### src/rtl/raster_pkg.sv
package raster_pkg;

  // Feedback tap mask for a maximal-length Fibonacci LFSR of width w
  function automatic logic [15:0] lfsr_taps(input int w);
    case (w)
      8:       return 16'h00B8;
      9:       return 16'h0110;
      11:      return 16'h0500;
      12:      return 16'h0829;
      default: return 16'h0240;
    endcase
  endfunction

  function automatic logic [15:0] lfsr_next(input logic [15:0] s, input int w);
    logic fb;
    logic [15:0] mask;
    fb   = ^(s & lfsr_taps(w));
    mask = (16'h0001 << w) - 16'h0001;
    return ((s << 1) | {15'b0, fb}) & mask;
  endfunction

  // State reached after n steps from the seed (all zeros except bit 0)
  function automatic logic [15:0] lfsr_at(input int w, input int n);
    logic [15:0] s;
    s = 16'h0001;
    for (int i = 0; i < n; i++) s = lfsr_next(s, w);
    return s;
  endfunction

endpackage

### src/rtl/raster_lfsr_timer.sv
module raster_lfsr_timer
  import raster_pkg::*;
#(
  parameter int W          = 10,
  parameter int P_BLANK    = 576,
  parameter int P_SYNC_ON  = 600,
  parameter int P_SYNC_OFF = 696,
  parameter int P_TOTAL    = 800,
  parameter int P_RESET    = 0
) (
  input  logic clk,
  input  logic rst_n,
  input  logic step,
  output logic wrap,
  output logic blank_evt,
  output logic blank_q,
  output logic blank_d,
  output logic sync_n_q
);

  // Each event is decoded one count early so the flag flips on the position itself
  localparam logic [W-1:0] K_SEED     = W'(lfsr_at(W, 0));
  localparam logic [W-1:0] K_BLANK    = W'(lfsr_at(W, P_BLANK - 1));
  localparam logic [W-1:0] K_SYNC_ON  = W'(lfsr_at(W, P_SYNC_ON - 1));
  localparam logic [W-1:0] K_SYNC_OFF = W'(lfsr_at(W, P_SYNC_OFF - 1));
  localparam logic [W-1:0] K_END      = W'(lfsr_at(W, P_TOTAL - 1));
  localparam logic [W-1:0] K_RESET    = W'(lfsr_at(W, P_RESET));
  localparam logic RST_BLANK  = (P_RESET >= P_BLANK);
  localparam logic RST_SYNC_N = !((P_RESET >= P_SYNC_ON) && (P_RESET < P_SYNC_OFF));

  logic [W-1:0] state_q, state_d;
  logic         sync_n_d;
  logic         hit_blank, hit_sync_on, hit_sync_off, hit_end;

  assign hit_blank    = (state_q == K_BLANK);
  assign hit_sync_on  = (state_q == K_SYNC_ON);
  assign hit_sync_off = (state_q == K_SYNC_OFF);
  assign hit_end      = (state_q == K_END);

  assign wrap      = step & hit_end;
  assign blank_evt = step & hit_blank;

  always_comb begin
    state_d  = state_q;
    blank_d  = blank_q;
    sync_n_d = sync_n_q;
    if (step) begin
      state_d = hit_end ? K_SEED : W'(lfsr_next(16'(state_q), W));
      if (hit_blank)      blank_d = 1'b1;
      else if (hit_end)   blank_d = 1'b0;
      if (hit_sync_on)       sync_n_d = 1'b0;
      else if (hit_sync_off) sync_n_d = 1'b1;
    end
  end

  always_ff @(posedge clk or negedge rst_n) begin
    if (!rst_n) begin
      state_q  <= K_RESET;
      blank_q  <= RST_BLANK;
      sync_n_q <= RST_SYNC_N;
    end else if (step) begin
      state_q  <= state_d;
      blank_q  <= blank_d;
      sync_n_q <= sync_n_d;
    end
  end

  // for the line instance, R3 for the frame instance
  assert_sync_edge_R2: assert property (@(posedge clk) disable iff (!rst_n)
    !$stable(sync_n_q) |-> $past(step && (hit_sync_on || hit_sync_off)));

  assert_reload_R2: assert property (@(posedge clk) disable iff (!rst_n)
    wrap |=> (state_q == K_SEED));

  assert_blank_edge_R4: assert property (@(posedge clk) disable iff (!rst_n)
    $rose(blank_q) |-> $past(step && hit_blank));

endmodule

### src/rtl/raster_fetch.sv
module raster_fetch #(
  parameter int WORD_W      = 16,
  parameter int ADDR_W      = 15,
  parameter int FRAME_WORDS = 16380,
  parameter int BASE        = 0
) (
  input  logic              clk,
  input  logic              rst_n,
  input  logic              restart,
  input  logic              take,
  input  logic              ack,
  input  logic [WORD_W-1:0] rdata,
  output logic              req,
  output logic [ADDR_W-1:0] addr,
  output logic [WORD_W-1:0] stage_word,
  output logic              stage_full
);

  localparam int CNT_W = $clog2(FRAME_WORDS + 1);
  localparam logic [CNT_W-1:0] LAST_CNT = CNT_W'(FRAME_WORDS);

  logic [CNT_W-1:0]  count_q, count_d;
  logic              full_d;
  logic              grant;

  assign req   = !stage_full && (count_q != LAST_CNT);
  assign grant = req & ack;
  assign addr  = ADDR_W'(BASE) + ADDR_W'(count_q);

  always_comb begin
    count_d = count_q;
    full_d  = stage_full;
    if (restart)    count_d = '0;
    else if (grant) count_d = count_q + 1'b1;
    if (grant)      full_d = 1'b1;
    else if (take)  full_d = 1'b0;
  end

  always_ff @(posedge clk or negedge rst_n) begin
    if (!rst_n) begin
      count_q    <= '0;
      stage_full <= 1'b0;
    end else begin
      count_q    <= count_d;
      stage_full <= full_d;
    end
  end

  always_ff @(posedge clk or negedge rst_n) begin
    if (!rst_n)     stage_word <= '0;
    else if (grant) stage_word <= rdata;
  end

  assert_req_hold_R8: assert property (@(posedge clk) disable iff (!rst_n)
    (req && !ack) |=> (req && $stable(addr)));

  assert_restart_done_R7: assert property (@(posedge clk) disable iff (!rst_n)
    restart |-> ((count_q == LAST_CNT) && !stage_full));

  assert_no_underrun_R6: assert property (@(posedge clk) disable iff (!rst_n)
    take |-> stage_full);

endmodule

### src/rtl/raster_shifter.sv
module raster_shifter #(
  parameter int WORD_W = 16
) (
  input  logic              clk,
  input  logic              rst_n,
  input  logic              load,
  input  logic [WORD_W-1:0] word,
  output logic              last,
  output logic              msb
);

  localparam int PH_W = $clog2(WORD_W);
  localparam logic [PH_W-1:0] PH_END = PH_W'(WORD_W - 1);

  logic [PH_W-1:0]   phase_q;
  logic [WORD_W-1:0] sh_q, sh_d;

  assign last = (phase_q == PH_END);
  assign msb  = sh_q[WORD_W-1];

  always_comb begin
    if (last) sh_d = load ? word : '0;
    else      sh_d = {sh_q[WORD_W-2:0], 1'b0};
  end

  always_ff @(posedge clk or negedge rst_n) begin
    if (!rst_n) begin
      phase_q <= '0;
      sh_q    <= '0;
    end else begin
      phase_q <= phase_q + 1'b1;
      sh_q    <= sh_d;
    end
  end

  assert_load_phase_R6: assert property (@(posedge clk) disable iff (!rst_n)
    load |-> last);

endmodule

### src/rtl/mono_raster_ctrl.sv
module mono_raster_ctrl #(
  parameter int WORD_W     = 16,
  parameter int ADDR_W     = 15,
  parameter int LFSR_W     = 10,
  parameter int H_ACTIVE   = 576,
  parameter int H_SYNC_ON  = 600,
  parameter int H_SYNC_OFF = 696,
  parameter int H_TOTAL    = 800,
  parameter int V_ACTIVE   = 455,
  parameter int V_SYNC_ON  = 480,
  parameter int V_SYNC_OFF = 482,
  parameter int V_TOTAL    = 525,
  parameter int BASE       = 0
) (
  input  logic              clk_pix,
  input  logic              rst_n,
  output logic              fetch_req,
  output logic [ADDR_W-1:0] fetch_addr,
  input  logic              fetch_ack,
  input  logic [WORD_W-1:0] fetch_data,
  output logic              hsync_n,
  output logic              vsync_n,
  output logic              blank,
  output logic              pixel
);

  localparam int WORDS_PER_LINE = H_ACTIVE / WORD_W;
  localparam int FRAME_WORDS    = WORDS_PER_LINE * V_ACTIVE;

  // asynchronous assertion, release after two clock edges
  logic rst_meta, rst_sync;
  always_ff @(posedge clk_pix or negedge rst_n) begin
    if (!rst_n) begin
      rst_meta <= 1'b0;
      rst_sync <= 1'b0;
    end else begin
      rst_meta <= 1'b1;
      rst_sync <= rst_meta;
    end
  end

  logic h_wrap, h_blank_evt, hblank_q, hblank_d, h_sync_n;
  logic v_wrap, v_blank_evt, vblank_q, vblank_d, v_sync_n;
  logic take, ph_last, shift_msb;
  logic [WORD_W-1:0] stage_word;
  logic stage_full;

  raster_lfsr_timer #(
    .W(LFSR_W), .P_BLANK(H_ACTIVE), .P_SYNC_ON(H_SYNC_ON),
    .P_SYNC_OFF(H_SYNC_OFF), .P_TOTAL(H_TOTAL), .P_RESET(0)
  ) u_line_timer (
    .clk(clk_pix), .rst_n(rst_sync), .step(1'b1),
    .wrap(h_wrap), .blank_evt(h_blank_evt), .blank_q(hblank_q),
    .blank_d(hblank_d), .sync_n_q(h_sync_n)
  );

  raster_lfsr_timer #(
    .W(LFSR_W), .P_BLANK(V_ACTIVE), .P_SYNC_ON(V_SYNC_ON),
    .P_SYNC_OFF(V_SYNC_OFF), .P_TOTAL(V_TOTAL), .P_RESET(V_TOTAL - 1)
  ) u_frame_timer (
    .clk(clk_pix), .rst_n(rst_sync), .step(h_wrap),
    .wrap(v_wrap), .blank_evt(v_blank_evt), .blank_q(vblank_q),
    .blank_d(vblank_d), .sync_n_q(v_sync_n)
  );

  // Load at a word boundary only if the next position is visible
  assign take = ph_last & ~hblank_d & ~vblank_d;

  raster_fetch #(
    .WORD_W(WORD_W), .ADDR_W(ADDR_W), .FRAME_WORDS(FRAME_WORDS), .BASE(BASE)
  ) u_fetch (
    .clk(clk_pix), .rst_n(rst_sync), .restart(v_blank_evt), .take(take),
    .ack(fetch_ack), .rdata(fetch_data), .req(fetch_req), .addr(fetch_addr),
    .stage_word(stage_word), .stage_full(stage_full)
  );

  raster_shifter #(.WORD_W(WORD_W)) u_shifter (
    .clk(clk_pix), .rst_n(rst_sync), .load(take), .word(stage_word),
    .last(ph_last), .msb(shift_msb)
  );

  assign hsync_n = h_sync_n;
  assign vsync_n = v_sync_n;
  assign blank   = hblank_q | vblank_q;
  assign pixel   = shift_msb & ~blank;

  assert_frame_wrap_R3: assert property (@(posedge clk_pix) disable iff (!rst_sync)
    v_wrap |=> !vblank_q);

  assert_line_blank_R4: assert property (@(posedge clk_pix) disable iff (!rst_sync)
    h_blank_evt |=> hblank_q);

  assert_vline_hold_R3: assert property (@(posedge clk_pix) disable iff (!rst_sync)
    !h_wrap |=> $stable(vblank_q) && $stable(v_sync_n));

endmodule

### config.mk
export PLATFORM = sky130hd
export DESIGN_NAME = mono_raster_ctrl
export DESIGN_NICKNAME = d
export VERILOG_FILES = /design/src/rtl/raster_pkg.sv /design/src/rtl/raster_lfsr_timer.sv /design/src/rtl/raster_fetch.sv /design/src/rtl/raster_shifter.sv /design/src/rtl/mono_raster_ctrl.sv
export SDC_FILE = /design/constraint.sdc
export NUM_CORES = 1
export LEC_CHECK = 0
export BUFFER_PORTS_ARGS = -buffer_cell sky130_fd_sc_hd__buf_2
export CAP_MARGIN = 20
export CORE_UTILIZATION = 50
export DETAILED_ROUTE_END_ITERATION = 6
export PLACE_DENSITY = 0.73
export SLEW_MARGIN = 20
export SYNTH_ARGS = -nofsm -noshare
export SYNTH_HDL_FRONTEND = slang
export SYNTH_SLANG_ARGS = --single-unit
### constraint.sdc
create_clock -name clk_pix -period 3 [get_ports clk_pix]
set_clock_uncertainty 0.15 [all_clocks]
set_input_delay 0.45 -clock clk_pix [delete_from_list [all_inputs] [get_ports clk_pix]]
set_output_delay 0.45 -clock clk_pix [all_outputs]
set_load 0.05 [all_outputs]
==> out/results.ini, run 1 <==
[run_status]
status = completed

[layout]
drive_gt1_frac = 0.290
multi_input_area_mm2 = 0.00126
syn_to_final_growth_pct = 13.2
fin_util = 0.586
fill_cells = 555
seqCellArea_mm2 = 0.00194
antenna_cells = 0
nNetsFinal = 345

[global_route]
antenna_found_initial = 0
grt_use_total = 0.183
grt_pass1_wl_um = 10100
gr-total-overflow = 0
grt_pass1_vias = 2166
grt_max_degree = 41

[place]
hpwlAfterDp_um = 3800
io_buffers = 37
routabilityCongestion = 0.861

[worst_setup_path]
slowest_stage = dfrtp_1
worstPathCellList = inv_1 -> ha_1 -> nand2_1 -> nor3_4 -> a21oi_1 -> buf_2
path_buf_inv = 2
end_kind = output port
cp.arrival_ns = 1.79
cp_max_fo = 8
slowest_delay_ns = 0.46
startpoint = u_fetch.count_q[0]$_DFFE_PN0P_
critPathLaunchType = flip-flop
path_delay_family = flip-flops
crit_end = fetch_req
cp_num_cells = 6
reg2reg_from = u_line_timer.state_q[2]$_DFF_PN0_
crit_type = reg2out
crit_required_ns = 2.40
reg2regPathDepth = 5
rr_endpoint = u_shifter.sh_q[2]$_DFF_PN0_
r2r_slack_ns = 0.83

[routing]
firstDrtPassIters = 4
routed_wl_um = 5700
drc = 0
drt-initial-drc-count = 108
antenna_left = 0
num_vias = 2146
wl_per_cell_um = 14.1
vias_per_cell = 5.30

[power_and_ir_drop]
finalPower_mw = 2.75
p_leak_nw = 1.79
max-vdd-ir-drop_uv = 454
power.density_mw_per_mm2 = 735

[clock_network]
clkSinkCount = 77
cts_tree = done
clk_pin_slew_worst_paths_ns = 0.08
cts_buffers = 9
cts_buffer_depth = 2
insertion_delay_ns = 0.34
htreeDepth = 3
clock-root-buffer = clkbuf_8

[synthesis]
synth_seq_cells = 77
synth_area_per_cell_um2 = 11.6
netlist_area_mm2 = 0.00331
seq_area_frac_synth = 0.586
synth_cells = 286
yosys.cell_types.count = 49
synthFlopType = dfrtp_1
synth_edf_count = 0
async_reset_ff_frac = 1.00
syn-num-nets = 308
yosysWarnings = 0

[floorplan]
chipHeight_um = 83.3
initial_core_util = 0.518
rows = 29
io_pins = 39
die_area_mm2 = 0.00695
core_area_mm2 = 0.00639
die_w_um = 83.3

[sta]
min_period_ns = 2.39
worst_pin_slew_ns = 0.772
hold_violations = 0
final.period_utilization = 0.796
setup_viol = 0
tns_ns = 0
max_freq_mhz = 419
drv_slew = 0
rsz0062_at_grt = no
maxSlewHeadroom = 0.486

[min_path]
hold_class = in2reg

[run]
max_cap_viol_count = 0

worst min-delay path by stage:
stage / from / to / slack [ns] / cells after the start
CTS: fetch_data[5] / u_fetch.stage_word[5]$_DFFE_PN0P_ / 0.17 / 2
detailed placement: rst_n / rst_meta$_DFF_PN0_ / 0.09 / 1
global route: fetch_data[5] / u_fetch.stage_word[5]$_DFFE_PN0P_ / 0.17 / 2
floorplan: rst_n / rst_meta$_DFF_PN0_ / 0.004 / 0
finish: fetch_data[5] / u_fetch.stage_word[5]$_DFFE_PN0P_ / 0.18 / 2
global placement: rst_n / rst_meta$_DFF_PN0_ / 0.09 / 1
kinds of logic (layout without fill, tap and decap cells):
group / after synthesis / after routing / synth area share
AOI/OAI and AO/OA: 40 / 40 / 0.0745
muxes: 21 / 21 / 0.0790
adders and majority gates: 3 / 3 / 0.0113
other: 2 / 2 / 0.00227
buffers and inverters: 23 / 65 / 0.0344
and+or+nand+nor: 107 / 107 / 0.178
DFF: 77 / 77 / 0.586
xor gates and xnor gates: 13 / 13 / 0.0344
per-layer routing:
metal  up-vias  wire (um)  GRT usage  part of all wire
met5         -          0          0                 0
met2        41       2700      0.290              0.47
met4         0         87     0.0658             0.015
met1      1057       2720      0.244              0.48
met3         9        195     0.0477             0.034
li1       1039          -          -                 -
registers in the layout, indices dropped and copies added, names as in the netlist:
register and flops:
u_fetch.stage_word 16, u_frame_timer.state_q 10, rst_sync 1, rst_meta 1
u_line_timer.blank_q 1, u_frame_timer.blank_q 1, u_shifter.phase_q 4, u_line_timer.sync_n_q 1
u_frame_timer.sync_n_q 1, u_fetch.count_q 14, u_line_timer.state_q 10, u_fetch.stage_full 1
u_shifter.sh_q 16
synthesized netlist by cell type, drive strengths merged (2+ instances only):
library cell / count / area [um^2]
nand2b: 3 / 18.8
or2: 3 / 18.8
clkbuf: 10 / 37.5
nor2: 18 / 67.6
mux2: 20 / 251
nor3b: 3 / 22.5
ha: 3 / 37.5
nor3: 8 / 62.6
buf: 5 / 46.3
nand3: 10 / 62.6
nand4: 4 / 31.3
a31oi: 2 / 12.5
o21ai: 21 / 105
nor4b: 2 / 32.5
xnor2: 11 / 96.3
nor2b: 4 / 25.0
conb: 2 / 7.51
dfstp: 9 / 236
and2: 5 / 31.3
xor2: 2 / 17.5
and3: 3 / 18.8
dfrtp: 68 / 1700
a21oi: 5 / 28.8
nand2: 38 / 143
inv: 8 / 30.0
a211oi: 2 / 15.0
a22o: 4 / 35.0
placed cells by master, fill, tap and decap left out, drive strengths merged, types with 2 or more instances in the layout:
| master | count |
|---|---|
| inv | 8 |
| xor2 | 2 |
| nand2b | 3 |
| dfrtp | 68 |
| nor4b | 2 |
| nor3b | 3 |
| nor2b | 4 |
| nand4 | 4 |
| a211oi | 2 |
| o21ai | 21 |
| nor3 | 8 |
| dfstp | 9 |
| conb | 2 |
| a21oi | 5 |
| clkbuf | 11 |
| and2 | 5 |
| a31oi | 2 |
| nor2 | 18 |
| buf | 40 |
| ha | 3 |
| clkinv | 4 |
| xnor2 | 11 |
| mux2 | 20 |
| a22o | 4 |
| or2 | 3 |
| and3 | 3 |
| nand2 | 38 |
| nand3 | 10 |
stage by stage:
stage	hold slack (ns)	cell area (um^2)	setup slack (ns)	cells
2_1_floorplan	0.00441	3310	0.435	286
3_3_place_gp	0.0858	3540	0.903	388
3_5_place_dp	0.0881	3540	0.828	388
4_1_cts	0.167	3740	0.589	405
5_1_grt	0.173	3740	0.489	405
6_report	0.180	3740	0.613	405
where the power goes:
group	total [mW]	internal [mW]	switching, mW
sequential	1.43	1.28	0.153
clock	0.763	0.402	0.361
combinational	0.559	0.219	0.340
repair_timing:
action | 4_1_cts | 5_1_grt
buffers inserted | 0 | 0
hold buffers | 1 | 0
setup endpoints to repair | 0 | 0
endpoints found under the hold margin | 2 | 0
gates resized for setup | 0 | 0
worst register-to-register path, cell delays in order, from the launching register on:
cell and delay [ns]:
dfrtp_1 0.42, nor4b_4 0.36, nand3_4 0.25, a32oi_1 0.30
nand3b_2 0.30, o21ai_0 0.29
layout make-up:
cell class / count / share of cell area
Inverter: 8 / 0.00802
Clock buffer: 11 / 0.0378
Timing Repair Buffer: 41 / 0.0615
Clock inverter: 5 / 0.0134
Multi-Input combinational cell: 186 / 0.336
Sequential cell: 77 / 0.518
Tap cell: 77 / 0.0257
Note: power is estimated with default switching activity, not from simulation.
==> run 2: changes to the inputs <==
Settings changed: PLACE_DENSITY 0.73 to 0.76.
Clock period 3 ns to 1.9 ns, I/O delays scaled along.
==> run 2 against run 1 <==
Effect of this change:
- the flow now finishes with violations (setup timing)
- sequential power grew 57%
- global-route usage grew 2.2 points
- wire length is 19% higher
- final area increased by 14%
- first-iteration DRC count increased by 37%
==> out/results.ini, run 2 (synthesis gave the netlist of run 1 again) <==
[run_status]
status = complete, but fails checks
violations = setup timing

[worst_setup_path]
crit_required_ns = 1.97  ; -0.43 ns
end_kind = flip-flop
startpoint = u_fetch.count_q[1]$_DFFE_PN0P_
cp.arrival_ns = 2.05  ; +0.26 ns
critPathLaunchType = flip-flop
reg2regPathDepth = 9  ; +4
cp_max_fo = 6  ; -2
r2r_slack_ns = -0.08  ; -0.91 ns
rr_endpoint = u_fetch.stage_full$_DFFE_PN0P_
reg2reg_from = u_fetch.count_q[1]$_DFFE_PN0P_
crit_type = reg2reg

[global_route]
gr-total-overflow = 0  ; unchanged
grt_busiest_layer = met2
grt_pass1_vias = 2341  ; +8.1%
grt_use_met1 = 0.275  ; +0.0308
grt_max_degree = 56  ; +37%
grt_use_total = 0.204  ; +0.0216
grt_pass1_wl_um = 11200  ; +10%
antenna_found_initial = 0  ; unchanged
met2_usage = 0.329  ; +0.0395
met3_usage = 0.0567  ; +0.00895

[routing]
wl_per_cell_um = 15.7  ; +11%
drc = 0  ; unchanged
antenna_left = 0  ; unchanged
num_vias = 2304  ; +7.4%
vias_per_cell = 5.31  ; +0.19%
firstDrtPassIters = 5  ; +1
routed_wl_um = 6800  ; +19%
drt-initial-drc-count = 148  ; +37%

[clock_network]
cts_buffer_depth = 2  ; unchanged
htreeDepth = 3  ; unchanged
clock-root-buffer = clkbuf_8
insertion_delay_ns = 0.34  ; about the same
cts_buffers = 9  ; unchanged
cts_tree = done
clkSinkCount = 77  ; unchanged
clk_pin_slew_worst_paths_ns = 0.08  ; about the same

[power_and_ir_drop]
max-vdd-ir-drop_uv = 1230  ; +170%
p_leak_nw = 2.00  ; +12%
power.density_mw_per_mm2 = 1170  ; +59%

[layout]
finalInstanceArea_mm2 = 0.00426  ; +14%
drive_gt1_frac = 0.462  ; +0.173
nNetsFinal = 374  ; +8.4%
antenna_cells = 0  ; unchanged
seqCellArea_mm2 = 0.00196  ; +0.90%
multi_input_area_mm2 = 0.00142  ; +13%
most-common-layout-cells = 53 x dfrtp_1, 37 x nand2_1, 36 x buf_2
syn_to_final_growth_pct = 28.7
fin_util = 0.667  ; +0.0803
final_cells = 434  ; +7.2%
layout_commonest_cell = dfrtp_1
fill_cells = 478  ; -14%
reg_top3 = u_fetch.stage_word: 16 flops, u_shifter.sh_q: 16 flops, u_fetch.count_q: 14 flops

[place]
routabilityCongestion = 0.816  ; -5.2%
placed_cells = 409  ; +5.4%
io_buffers = 37  ; unchanged
placed_area_mm2 = 0.00375  ; +5.8%
hpwlAfterDp_um = 4120  ; +8.5%

[sta]
setup_ws_ns = -0.0784  ; -0.692 ns
worst_pin_slew_ns = 0.538  ; -0.233 ns
final.period_utilization = 1.04
hold_violations = 0  ; unchanged
min_period_ns = 1.98
tns_ns = -0.142  ; -0.142 ns
rsz0062_at_grt = yes
max_freq_mhz = 505
maxSlewHeadroom = 0.640  ; +0.154
drv_slew = 0  ; unchanged
setup_viol = 2  ; +2

[floorplan]
core_area_mm2 = 0.00639  ; unchanged
die_w_um = 83.3  ; unchanged
die_area_mm2 = 0.00695  ; unchanged
io_pins = 39  ; unchanged
chipHeight_um = 83.3  ; unchanged
rows = 29  ; unchanged
initial_core_util = 0.518  ; unchanged

[min_path]
min_to = u_fetch.stage_word[5]$_DFFE_PN0P_
worstHoldStart = fetch_data[5]
hold_depth = 2  ; unchanged
hold_class = in2reg

[run]
max_cap_viol_count = 0  ; unchanged

run 2: cell types whose count changed in the layout (fill, tap and decap cells not counted), moves of 3 or more:
cell	before	now
buf_6	0	3
o21ai_2	0	15
dfrtp_2	1	15
o21ai_0	11	5
buf_4	2	25
clkinv_2	4	0
dfrtp_1	67	53
o21ai_1	10	0
run 2: through the flow:
stage          power (mW)  setup WS (ns)  hold WS [ns]
2_1_floorplan        2.97         -0.109        -0.161
5_1_grt              5.22         -0.140      0.000461
6_report             4.97        -0.0784        0.0166
3_3_place_gp         3.21         0.0951       -0.0778
4_1_cts              4.86         -0.111       0.00762
3_5_place_dp         3.26         0.0143       -0.0774
run 2: final cells by class:
cell class / count / share of cell area
Multi-Input combinational cell: 186 / 0.333
Clock buffer: 13 / 0.0397
Timing Repair Buffer: 70 / 0.117
Tap cell: 77 / 0.0226
Clock inverter: 3 / 0.0212
Inverter: 8 / 0.00705
Sequential cell: 77 / 0.460
run 2: what timing repair did:
item | 4_1_cts | 5_1_grt
endpoints found under the hold margin | 6 | 1
gates resized for setup | 10 | 33
endpoints found under the setup margin | 6 | 43
hold buffers | 2 | 1
pin swaps | 1 | 17
cloned | 0 | 1
buffers inserted | 2 | 3
run 2: metal layers:
metal / wire (um) / up-vias / share of wire
met5: 0 / - / 0
met4: 61 / 0 / 0.0090
met3: 180 / 9 / 0.026
met2: 3480 / 39 / 0.51
met1: 3080 / 1151 / 0.45
li1: - / 1105 / -
run 2: where the power goes:
part | total (mW) | internal, mW | switching, mW | leakage (nW)
Combinational | 1.17 | 0.470 | 0.700 | 0.936
Sequential | 2.25 | 2.03 | 0.219 | 0.932
Clock | 1.56 | 0.982 | 0.577 | 0.130
run 2: worst max path at each step:
stage / end / slack (ns) / depth (start not counted)
2_1_floorplan: u_fetch.stage_word[1]$_DFFE_PN0P_ / -0.11 / 6
3_3_place_gp: u_fetch.stage_full$_DFFE_PN0P_ / 0.1 / 5
3_5_place_dp: u_fetch.stage_full$_DFFE_PN0P_ / 0.01 / 5
4_1_cts: fetch_req / -0.11 / 7
5_1_grt: fetch_req / -0.14 / 7
6_report: u_fetch.stage_full$_DFFE_PN0P_ / -0.08 / 9
run 2: worst max-delay path, cell delays in order, from the launching register on:
cell,delay [ns]
dfrtp_2,0.41
inv_2,0.08
ha_4,0.15
nand2_4,0.05
nor3_4,0.16
buf_4,0.17
a21oi_2,0.07
buf_4,0.18
nand2b_1,0.15
o32a_1,0.29
==> run 3: changes to the inputs <==
Settings changed: CORE_MARGIN from default to 5, PLACE_DENSITY 0.76 to 0.73, SKIP_LAST_GASP from default to 1.
Clock period 1.9 ns to 1.85 ns, I/O delays scaled along.
==> run 3 against run 2 <==
Effect of this change:
- the flow still finishes with violations (setup timing)
- via count is 4.9% higher
- clock-buffer cell count is 3 lower
- non-clock buffer count is 23 higher
- highest routed layer unchanged
- worst setup slack worse by 0.0043 ns
- critical path type is now reg2out
==> out/results.ini, run 3 (synthesis gave the netlist of run 1 again) <==
[floorplan]
die_w_um = 91.3  ; +9.6%
chipHeight_um = 91.3  ; +9.6%
rows = 29  ; unchanged
io_pins = 39  ; unchanged
initial_core_util = 0.518  ; unchanged
die_area_mm2 = 0.00834  ; +20%
core_area_mm2 = 0.00639  ; unchanged

[run_status]
status = complete, but fails checks
violations = setup timing

[clock_network]
cts_buffer_depth = 2  ; unchanged
cts_tree = done
cts_buffers = 9  ; unchanged
clock-root-buffer = clkbuf_8
clkSinkCount = 77  ; unchanged
insertion_delay_ns = 0.35  ; about the same
clk_pin_slew_worst_paths_ns = 0.08  ; about the same
htreeDepth = 3  ; unchanged

[place]
placed_cells = 417  ; +2.0%
io_buffers = 37  ; unchanged
placed_area_mm2 = 0.00383  ; +2.1%
routabilityCongestion = 0.803  ; -1.6%
hpwlAfterDp_um = 4340  ; +5.3%
pre_cts_slack_ns = -0.0385  ; -0.0529 ns

[layout]
antenna_cells = 0  ; unchanged
finalInstanceArea_mm2 = 0.00442  ; +3.9%
layout_commonest_cell = dfrtp_1
drive_gt1_frac = 0.466  ; +0.00360
nNetsFinal = 397  ; +6.1%
final_cells = 457  ; +5.3%
reg_top3 = u_fetch.stage_word: 16 flops, u_shifter.sh_q: 16 flops, u_fetch.count_q: 14 flops
most-common-layout-cells = 53 x dfrtp_1, 37 x nand2_1, 37 x buf_4
syn_to_final_growth_pct = 33.7

[sta]
drv_slew = 0  ; unchanged
worst_pin_slew_ns = 0.555  ; +0.0165 ns
maxSlewHeadroom = 0.629  ; -0.0107
max_freq_mhz = 517
tns_ns = -0.157  ; -0.0153 ns
rsz0062_at_grt = yes
setup_viol = 4  ; +2
setup_ws_ns = -0.0827  ; -0.00430 ns
final.period_utilization = 1.04
min_period_ns = 1.93
hold_violations = 0  ; unchanged

[routing]
routed_wl_um = 6750  ; -0.74%
firstDrtPassIters = 4  ; -1
num_vias = 2416  ; +4.9%
wl_per_cell_um = 14.8  ; -5.7%
antenna_left = 0  ; unchanged
drt-initial-drc-count = 84  ; -43%
drc = 0  ; unchanged
vias_per_cell = 5.29  ; -0.42%

[worst_setup_path]
reg2regPathDepth = 5  ; -4
critPathLaunchType = flip-flop
cp.arrival_ns = 1.51  ; -0.54 ns
crit_type = reg2out
cp_max_fo = 5  ; -1
crit_required_ns = 1.42  ; -0.55 ns
end_kind = output port

[global_route]
grt_use_total = 0.167  ; -0.0370
antenna_found_initial = 0  ; unchanged
grt_max_degree = 76  ; +36%
grt_pass1_vias = 2447  ; +4.5%
grt_pass1_wl_um = 11400  ; +1.8%
gr-total-overflow = 0  ; unchanged

[power_and_ir_drop]
finalPower_mw = 4.82  ; -3.1%
p_sw_frac = 0.318  ; +0.0173
max-vdd-ir-drop_uv = 859  ; -30%
power.density_mw_per_mm2 = 1090  ; -6.8%
p_clk_frac = 0.264  ; -0.049
p_leak_nw = 2.08  ; +4.3%
p_int_mw = 3.29  ; -5.5%
seqPwrFrac = 0.471  ; +0.020
p_sw_mw = 1.53  ; +2.4%
combPwrFrac = 0.265  ; +0.030

[min_path]
hold_depth = 2  ; unchanged
hold_class = in2reg

[run]
max_cap_viol_count = 0  ; unchanged

==> run 3: changes by cell type in the layout (fill, tap and decap cells not counted), sizes merged <==
| cell | change |
|---|---|
| dlygate4sd3 | +11 |
| bufinv | -2 |
| clkinvlp | +3 |
| buf | +13 |
| clkinv | +2 |
| clkbuf | -4 |
==> run 3: power groups by stage <==
stage / clock, mW / sequential (mW) / combinational, mW
after floorplan: 0 / 2.54 / 0.517
after global routing: 1.39 / 2.32 / 1.38
after detailed placement: 0 / 2.31 / 1.07
after global placement: 0 / 2.29 / 1.04
after CTS: 1.32 / 2.28 / 1.15
final: 1.27 / 2.27 / 1.28
==> run 3: critical path: stages (launching register included) <==
cell     delay (ns)
dfrtp_2        0.43
and3_2         0.24
buf_4          0.16
a21oi_4        0.15
buf_6          0.17
==> run 3: final timing paths <==
kind                                                 startpoint                                   end  slack [ns]
max in group asynchronous                    rst_sync$_DFF_PN0_  u_frame_timer.state_q[9]$_DFFE_PN1P_        1.05
min in group asynchronous                                 rst_n                    rst_sync$_DFF_PN0_        0.09
hold / removal                                   fetch_data[15]    u_fetch.stage_word[15]$_DFFE_PN0P_        0.02
hold reg to reg                              rst_sync$_DFF_PN0_     u_line_timer.state_q[4]$_DFF_PN0_        0.13
setup / recovery                 u_fetch.count_q[2]$_DFFE_PN0P_                             fetch_req       -0.08
setup reg to reg           u_frame_timer.state_q[1]$_DFFE_PN1P_        u_fetch.stage_full$_DFFE_PN0P_       -0.05
==> run 3: cell type report <==
type                    instances  area [um^2]
repair buffers                 93          716
fillers                       463         1960
inverters                       8         30.0
flip-flops and latches         77         1960
clock buffers                  10          138
multi-input cells             186         1420
clock inverters                 6         62.6
well taps                      77         96.3
==> run 3: repair_timing <==
action / CTS / global route
hold buffers: 14 / 0
pin swaps: 7 / 7
buffers inserted: 6 / 6
resized for setup: 17 / 28
hold endpoints to repair: 15 / 0
setup endpoints to repair: 18 / 53
==> run 3: routing by layer <==
layer  GRT usage  vias up  share of wire
met4      0.0648        0          0.012
met5           0        -              0
met3      0.0446        8          0.051
met1       0.215     1204           0.42
met2       0.272       49           0.51
li1            -     1155              -
==> run 3: per-stage QoR <==
stage,hold WS [ns],util
3_5_place_dp,-0.0862,0.599
6_report,0.0238,0.693
2_1_floorplan,-0.168,-
3_3_place_gp,-0.0871,0.599
5_1_grt,0.00792,0.693
4_1_cts,0.00760,0.671
